**src/rtl/cubic_fit_unit.sv**
```systemverilog
module cubic_fit_unit #(
  parameter int CODE_W = 14,
  parameter int DATA_W = 16,
  parameter int COEF_W = 32,
  parameter int FRAC_W = 8,
  parameter int SEL_W  = $clog2(CODE_W)
) (
  input  logic                     clk,
  input  logic                     rst_n,
  input  logic                     start,
  input  logic [SEL_W-1:0]         sec_log2,
  input  logic                     samp_valid,
  input  logic signed [DATA_W-1:0] samp_data,
  input  logic [4*COEF_W-1:0]      lim_lo,
  input  logic [4*COEF_W-1:0]      lim_hi,
  output logic [CODE_W-1:0]        ramp_code,
  output logic                     busy,
  output logic [4*COEF_W-1:0]      coef,
  output logic [3:0]               fail_flags,
  output logic                     fail,
  output logic                     done
);
  localparam int ACC_W  = DATA_W + CODE_W;
  localparam int NUM_W  = ACC_W + 7;
  localparam int WIDE_W = NUM_W + FRAC_W;
  localparam int SH_W   = SEL_W + 2;
  localparam logic [SEL_W-1:0] MAX_S = SEL_W'(CODE_W - 2);

  typedef enum logic [1:0] {ST_IDLE, ST_RUN, ST_CALC} st_t;

  st_t                      st_q;
  logic [SEL_W-1:0]         s_q;
  logic [CODE_W-1:0]        code_q;
  logic [CODE_W-1:0]        last_code;
  logic [1:0]               sec;
  logic signed [ACC_W-1:0]  acc_q [4];
  logic signed [NUM_W-1:0]  sx [4];
  logic signed [NUM_W-1:0]  pc [4];
  logic signed [NUM_W-1:0]  num [4];
  logic [SH_W-1:0]          sh [4];
  logic signed [COEF_W-1:0] cf_d [4];
  logic signed [COEF_W-1:0] cf_q [4];
  logic [3:0]               flag_q;
  logic                     done_q;
  logic                     running;

  function automatic logic signed [COEF_W-1:0] scale(input logic signed [NUM_W-1:0] n,
                                                     input logic [SH_W-1:0] amt);
    logic signed [WIDE_W-1:0] w;
    w = WIDE_W'(n) <<< FRAC_W;
    w = w >>> amt;
    return COEF_W'(w);
  endfunction

  assign running   = (st_q == ST_RUN);
  assign busy      = (st_q != ST_IDLE);
  assign last_code = (CODE_W'(4) << s_q) - CODE_W'(1);
  assign sec       = 2'(code_q >> s_q);

  for (genvar i = 0; i < 4; i++) begin : g_ext
    assign sx[i] = NUM_W'(acc_q[i]);
  end

  assign pc[0] = sx[3] + sx[2] + sx[1] + sx[0];
  assign pc[1] = sx[3] + sx[2] - sx[1] - sx[0];
  assign pc[2] = sx[3] - sx[2] - sx[1] + sx[0];
  assign pc[3] = sx[3] - (sx[2] <<< 1) - sx[2] + (sx[1] <<< 1) + sx[1] - sx[0];

  assign num[0] = (pc[0] <<< 1) + pc[0] - (pc[2] <<< 2);
  assign num[1] = (pc[1] <<< 1) + pc[1] - (pc[3] <<< 2);
  assign num[2] = (pc[2] <<< 1) + pc[2];
  assign num[3] = pc[3] <<< 1;

  assign sh[0] = SH_W'(s_q);
  assign sh[1] = SH_W'(s_q) << 1;
  assign sh[2] = (SH_W'(s_q) << 1) + SH_W'(s_q);
  assign sh[3] = SH_W'(s_q) << 2;

  for (genvar p = 0; p < 4; p++) begin : g_coef
    assign cf_d[p] = scale(num[p], sh[p]);
    assign coef[p*COEF_W +: COEF_W] = cf_q[p];
  end

  always_ff @(posedge clk or negedge rst_n) begin
    if (!rst_n) begin
      st_q   <= ST_IDLE;
      s_q    <= '0;
      code_q <= '0;
      flag_q <= '0;
      done_q <= 1'b0;
      for (int i = 0; i < 4; i++) begin
        acc_q[i] <= '0;
        cf_q[i]  <= '0;
      end
    end else begin
      case (st_q)
        ST_IDLE: if (start) begin
          st_q   <= ST_RUN;
          s_q    <= (sec_log2 > MAX_S) ? MAX_S : sec_log2;
          code_q <= '0;
          done_q <= 1'b0;
          for (int i = 0; i < 4; i++) acc_q[i] <= '0;
        end
        ST_RUN: if (samp_valid) begin
          acc_q[sec] <= acc_q[sec] + ACC_W'(samp_data);
          if (code_q == last_code) begin
            code_q <= '0;
            st_q   <= ST_CALC;
          end else begin
            code_q <= code_q + CODE_W'(1);
          end
        end
        ST_CALC: begin
          for (int p = 0; p < 4; p++) begin
            cf_q[p]   <= cf_d[p];
            flag_q[p] <= (cf_d[p] < $signed(lim_lo[p*COEF_W +: COEF_W])) ||
                         (cf_d[p] > $signed(lim_hi[p*COEF_W +: COEF_W]));
          end
          done_q <= 1'b1;
          st_q   <= ST_IDLE;
        end
        default: st_q <= ST_IDLE;
      endcase
    end
  end

  assign ramp_code  = code_q;
  assign fail_flags = flag_q;
  assign fail       = |flag_q;
  assign done       = done_q;
endmodule

```
**config.mk**
```make
export PLATFORM = sky130hd
export DESIGN_NAME = cubic_fit_unit
export DESIGN_NICKNAME = d
export VERILOG_FILES = /design/src/rtl/cubic_fit_unit.sv
export SDC_FILE = /design/constraint.sdc
export NUM_CORES = 2
export LEC_CHECK = 0
export ABC_AREA = 1
export BUFFER_PORTS_ARGS = -buffer_cell sky130_fd_sc_hd__buf_2
export CORE_AREA = 3 3 437 439
export DETAILED_ROUTE_END_ITERATION = 12
export DIE_AREA = 0 0 440 442
export GPL_TIMING_DRIVEN = 0
export PLACE_DENSITY_LB_ADDON = 0.15
export SYNTH_ARGS = -nofsm -noshare
export SYNTH_HDL_FRONTEND = slang
export SYNTH_SLANG_ARGS = --single-unit
```
**constraint.sdc**
```tcl
create_clock -name clk -period 18.6 [get_ports clk]
set_input_delay 3.72 -clock clk [delete_from_list [all_inputs] [get_ports clk]]
set_output_delay 3.72 -clock clk [all_outputs]
set_load 0.1 [all_outputs]
```
After elaboration in Yosys (flattened, before gate mapping)
Index checks and enable logic that the tools add are counted.
{ "op_classes": {"muxes": 20, "n_bitwise": 1, "add_sub_neg": 22, "shift": 6, "n_lt_le_gt_ge": 11, "eq_ne": 6, "n_reduce_logical": 14} }
{ "ops": {"columns": ["cell", "count"], "rows": [
  ["two-way mux 120 bit", 2],
  ["one-hot mux 120 bit (2 select lines)", 1],
  ["> comparator 32 bit", 4],
  ["less-than comparator 32 bit", 4],
  ["bitwise mux 120 bit", 1],
  ["two-way mux 30 bit", 3],
  ["adder 34 x 33 -> 35 bit", 2],
  ["adder 32 x 30 -> 33 bit", 2],
  ["subtractor 32 x 30 -> 33 bit", 2],
  ["subtractor 31 x 30 -> 32 bit", 2],
  ["binary-select mux 30 bit (select 2 bit)", 1],
  ["demux 30 bit (select 2 bit)", 1],
  [">>> shifter 45 x 4 -> 32 bit", 1],
  [">>> shifter 45 x 5 -> 32 bit", 1],
  [">>> shifter 45 x 6 -> 32 bit", 1],
  [">>> shifter 43 x 6 -> 32 bit", 1],
  ["two-way mux 14 bit", 3],
  ["adder 37 bit", 1],
  ["subtractor 35 x 37 -> 37 bit", 1],
  ["subtractor 37 x 35 -> 37 bit", 1],
  ["subtractor 35 x 30 -> 36 bit", 1],
  ["adder 34 x 30 -> 35 bit", 1],
  ["adder 33 x 31 -> 34 bit", 1],
  ["adder 31 x 30 -> 32 bit", 1],
  ["other kinds (31)", 41]
]} }
{ "totals": {"register_bits": 273, "out_inout_bits": 149} }

Logic depth before layout (Yosys ltp)
{ "depth": {"depth_word": 9, "depth_mapped": 65, "ltp_nobuf": 65} }

Least setup slack after synthesis
OpenSTA, ideal clock, no wires.
{ "synth_timing": {"path_type": "register to register", "startpoint": "register acc_q[0] (netlist name)", "endpoint": "register flag_q[1] (netlist: fail_flags[1])", "path_stages_with_launch": 62, "setup_slack_ps": 9923, "arrival_ps": 8556, "t_required_ps": 18479, "path_buffers": 0, "setup_ps": 121, "cell_sequence": "dfrtp_1 > ha_1 > inv_1 > fa_1 > o21ai_2 > a21oi_2 > o21ai_1 > a21boi_1 > o21ai_2 > nand2_1 > nand2_1 > nand2_1 > nand2_1 > a21boi_1 > o21ai_2 > a21boi_2 > o21ai_1 > a21boi_1 > [... 26 more ...] > nand3_1 > nand2_2 > o21ai_2 > ha_1 > nand2_1 > inv_1 > nand3_1 > nor3_1 > nor4b_1 > nand2_1 > o2111ai_1 > xnor2_1 > nand2_1 > nand2_1 > inv_1 > nand2_1 > nor2_1 > nor2_1"} }
{ "synth_lines": {"columns": ["element", "line_no", "source"], "rows": [
  ["from (decl)", "36", "logic signed [ACC_W-1:0] acc_q [4];"],
  ["from (signal, indexed assignment)", "105", "acc_q[sec] <= acc_q[sec] + ACC_W'(samp_data);"],
  ["to (signal, indexed assignment)", "116", "flag_q[p] <= (cf_d[p] < $signed(lim_lo[p*COEF_W +: COEF_W])) ||"],
  ["to (decl)", "43", "logic [3:0] flag_q;"]
]} }

==> reports/metrics.yaml <==
status: "finished clean"
syn2layout_area_growth_pct: 14.1
start_util_pct: 25.0
cts.clk_slew.worst_paths_ps: 60
slowest_stage: "a21oi_1"
synthArstFlopShare_pct: 100
synth_enable_flop_cells: 0
cts_inserted_buffers: 38
insertion_delay_ps: 630
max_freq_mhz: 87.0
ant_nets: 0
drive_gt1_share_pct: 9.83
track_usage_pct: 22.7
endpoint_kind: "flop"
design.portCount: 429
first_global_vias: 47600
die_h_um: 442
seq_area_frac_synth_pct: 14.6
drtIter0Drc: 3383
place.gp.congestion: 0.956
startpoint_type: "flop"
rows: 159
setup_tns_ps: 0
grt_max_degree: 101
hpwlAfterDp_mm: 200
hold-worst-slack_ps: 471
critical_path_class: "reg2reg"
startpoint: "acc_q[0]"
nets: 8418
hold_start: "coef[49]"
vias_per_cell: 4.84
synth_cell_types: 82
io_buffers: 428
drv_slew: 0
wl_per_cell_um: 23.2
antenna_found_initial: 8
clock_sinks: 273
die_w_um: 440
syn-instance-count: 6794
cts_setup_buffers: 0
cts-root-buf: "clkbuf_16"
fillerInstances: 21000
fin_crit_sh_pct: 61.8
grt_pass1_wl_mm: 327
multiInputGateArea_mm2: 0.0347
hold_viol: 0
dieArea_mm2: 0.194
syn_nets: 7946
critPathMaxFanout: 5
r2r_slack_ps: 7100
arrival_ps: 12020
synth_top_flop_cell: "dfrtp_1"
clockBufferDepth: 3
cts_tree: "built"
grt_overflow: 0
yosys_warnings: 0
post_cts_resized: 0
worst-path-stages: 58
dr_total_vias: 47400
finalWirelength_mm: 227
r2r.worst_path.cells: 58
setup_ws_ps: 7100
skew_ps: 26.9
ys_ff_latch: 273
drc_errors: 0
reg2reg_to: "fail_flags[1]"
dp_slack_ps: 7190
slew_headroom_pct: 15.7
endpoint: "fail_flags[1]"
avgSynthCellArea_um2: 6.90
period_minus_slack_ps: 11500
seq_area_mm2: 0.00683
hold_path.class: "reg2reg"
worstPathRequired_ps: 19120
cts_hold_buf: 0
coreArea_mm2: 0.188
cts_htree_levels: 2
syn_area_mm2: 0.0469
critPathTopFamily: "compound AO/OA/AOI/OAI gates"
reg2reg_from: "acc_q[0]"
critPathMaxStageDelay_ps: 690
tightest_slew_ps: 1260
cap_violations: 0
cpMostUsedCell: "nand2_1"
finalSetupViolCount: 0
firstDrtPassIters: 7
crit_buf_inv: 6
rsz0062_at_grt: "false"
metrics by stage:
stage | instance area, um^2 | utilization [%] | std cells
6_report | 53500 | 28.5 | 9790
4_1_cts | 53500 | 28.5 | 9786
3_5_place_dp | 52200 | 27.8 | 9721
2_1_floorplan | 46900 | - | 6794
3_3_place_gp | 52100 | 27.8 | 9717
5_1_grt | 53500 | 28.5 | 9790
worst min-delay path by stage:
| stage | end | slack (ps) | depth (start not counted) |
|---|---|---|---|
| final | coef[49] | 470 | 2 |
| after global routing | coef[33] | 490 | 2 |
| after CTS | coef[16] | 480 | 2 |
| after detailed placement | coef[16] | 460 | 2 |
| after global placement | done | 460 | 2 |
| after floorplan | st_q[0] | 570 | 3 |
layer usage:
metal | part of all wire, % | up-vias | global-route usage (%)
li1 | - | 23100 | -
met1 | 47 | 22800 | 31.2
met2 | 46 | 1270 | 37.4
met3 | 4.3 | 219 | 2.11
met4 | 3.2 | 4 | 6.57
met5 | 0.0097 | - | 0
flip-flops by register name, summed over array words and instances (netlist names):
signal      cells
acc_q         120
coef          128
done            1
fail_flags      4
ramp_code      14
s_q             4
st_q            2
synthesized netlist by cell type (8+ instances only):
cell type | count | area [um^2]
nor2_1 | 301 | 1130
o211ai_1 | 28 | 210
buf_2 | 38 | 190
and2_1 | 17 | 106
o21ai_1 | 45 | 225
a21oi_1 | 430 | 2150
a221oi_1 | 38 | 333
or2_1 | 11 | 68.8
clkbuf_1 | 94 | 353
nor4b_1 | 8 | 70.1
or2_2 | 33 | 206
o21a_1 | 21 | 158
dfrtp_1 | 273 | 6830
nand4_1 | 54 | 338
o22ai_1 | 113 | 707
nand2_2 | 15 | 93.8
nand3_1 | 406 | 2030
ha_1 | 559 | 6990
o221ai_1 | 15 | 131
o21ai_0 | 403 | 2020
inv_2 | 10 | 37.5
xnor2_1 | 89 | 780
nor4_1 | 15 | 93.8
inv_1 | 1219 | 4580
mux2i_1 | 9 | 90.1
buf_1 | 40 | 150
fa_1 | 313 | 6270
a31oi_1 | 55 | 344
o21bai_1 | 19 | 143
a21o_1 | 25 | 188
clkinv_1 | 8 | 30.0
nor3_1 | 35 | 175
a211oi_1 | 26 | 195
o21ai_2 | 37 | 324
a21oi_2 | 23 | 201
a21boi_1 | 9 | 67.6
a21boi_2 | 15 | 169
nand2_1 | 1692 | 6350
xor2_1 | 151 | 1320
cells by family after synthesis:
logic type | synth area share [%]
compound gates | 17.5
mux | 0.192
simple gates | 23.4
buf+inv | 11.5
flops | 14.6
xor+xnor | 4.59
fa+ha+maj | 28.3
placed cells by master, fill, tap and decap left out, drive strengths merged, types with 147 or more instances in the layout:
master	Yosys	final
nand2	1710	1710
nand3	412	412
ha	559	559
o21ai	486	486
a21oi	454	454
dfrtp	273	273
clkbuf	94	147
fa	313	313
nor2	308	308
inv	1229	1229
xor2	154	154
buf	84	516
final cells by class:
| cell class | count | area share, % |
|---|---|---|
| Antenna cell | 4 | 0.0187 |
| Buffer | 178 | 1.39 |
| Clock buffer | 53 | 2.04 |
| Clock inverter | 12 | 0.299 |
| Inverter | 1237 | 8.68 |
| Multi-Input combinational cell | 5106 | 64.8 |
| Sequential cell | 273 | 12.8 |
| Tap cell | 2495 | 5.84 |
| Timing Repair Buffer | 432 | 4.18 |
worst reg2reg max path: cells and delay by family, from the launching register on:
kind                     cells  cell delay [ps]
AO/OA/AOI/OAI               18             3820
XOR/XNOR                     2              560
adder cells (fa/ha/maj)      7             2740
buffers and inverters        6              590
flip-flops                   1              540
AND/OR/NAND/NOR             25             3120
Power is left out: the tool's default activity adds up to more than one toggle a clock period on the data nets, which glitch-free logic cannot reach.
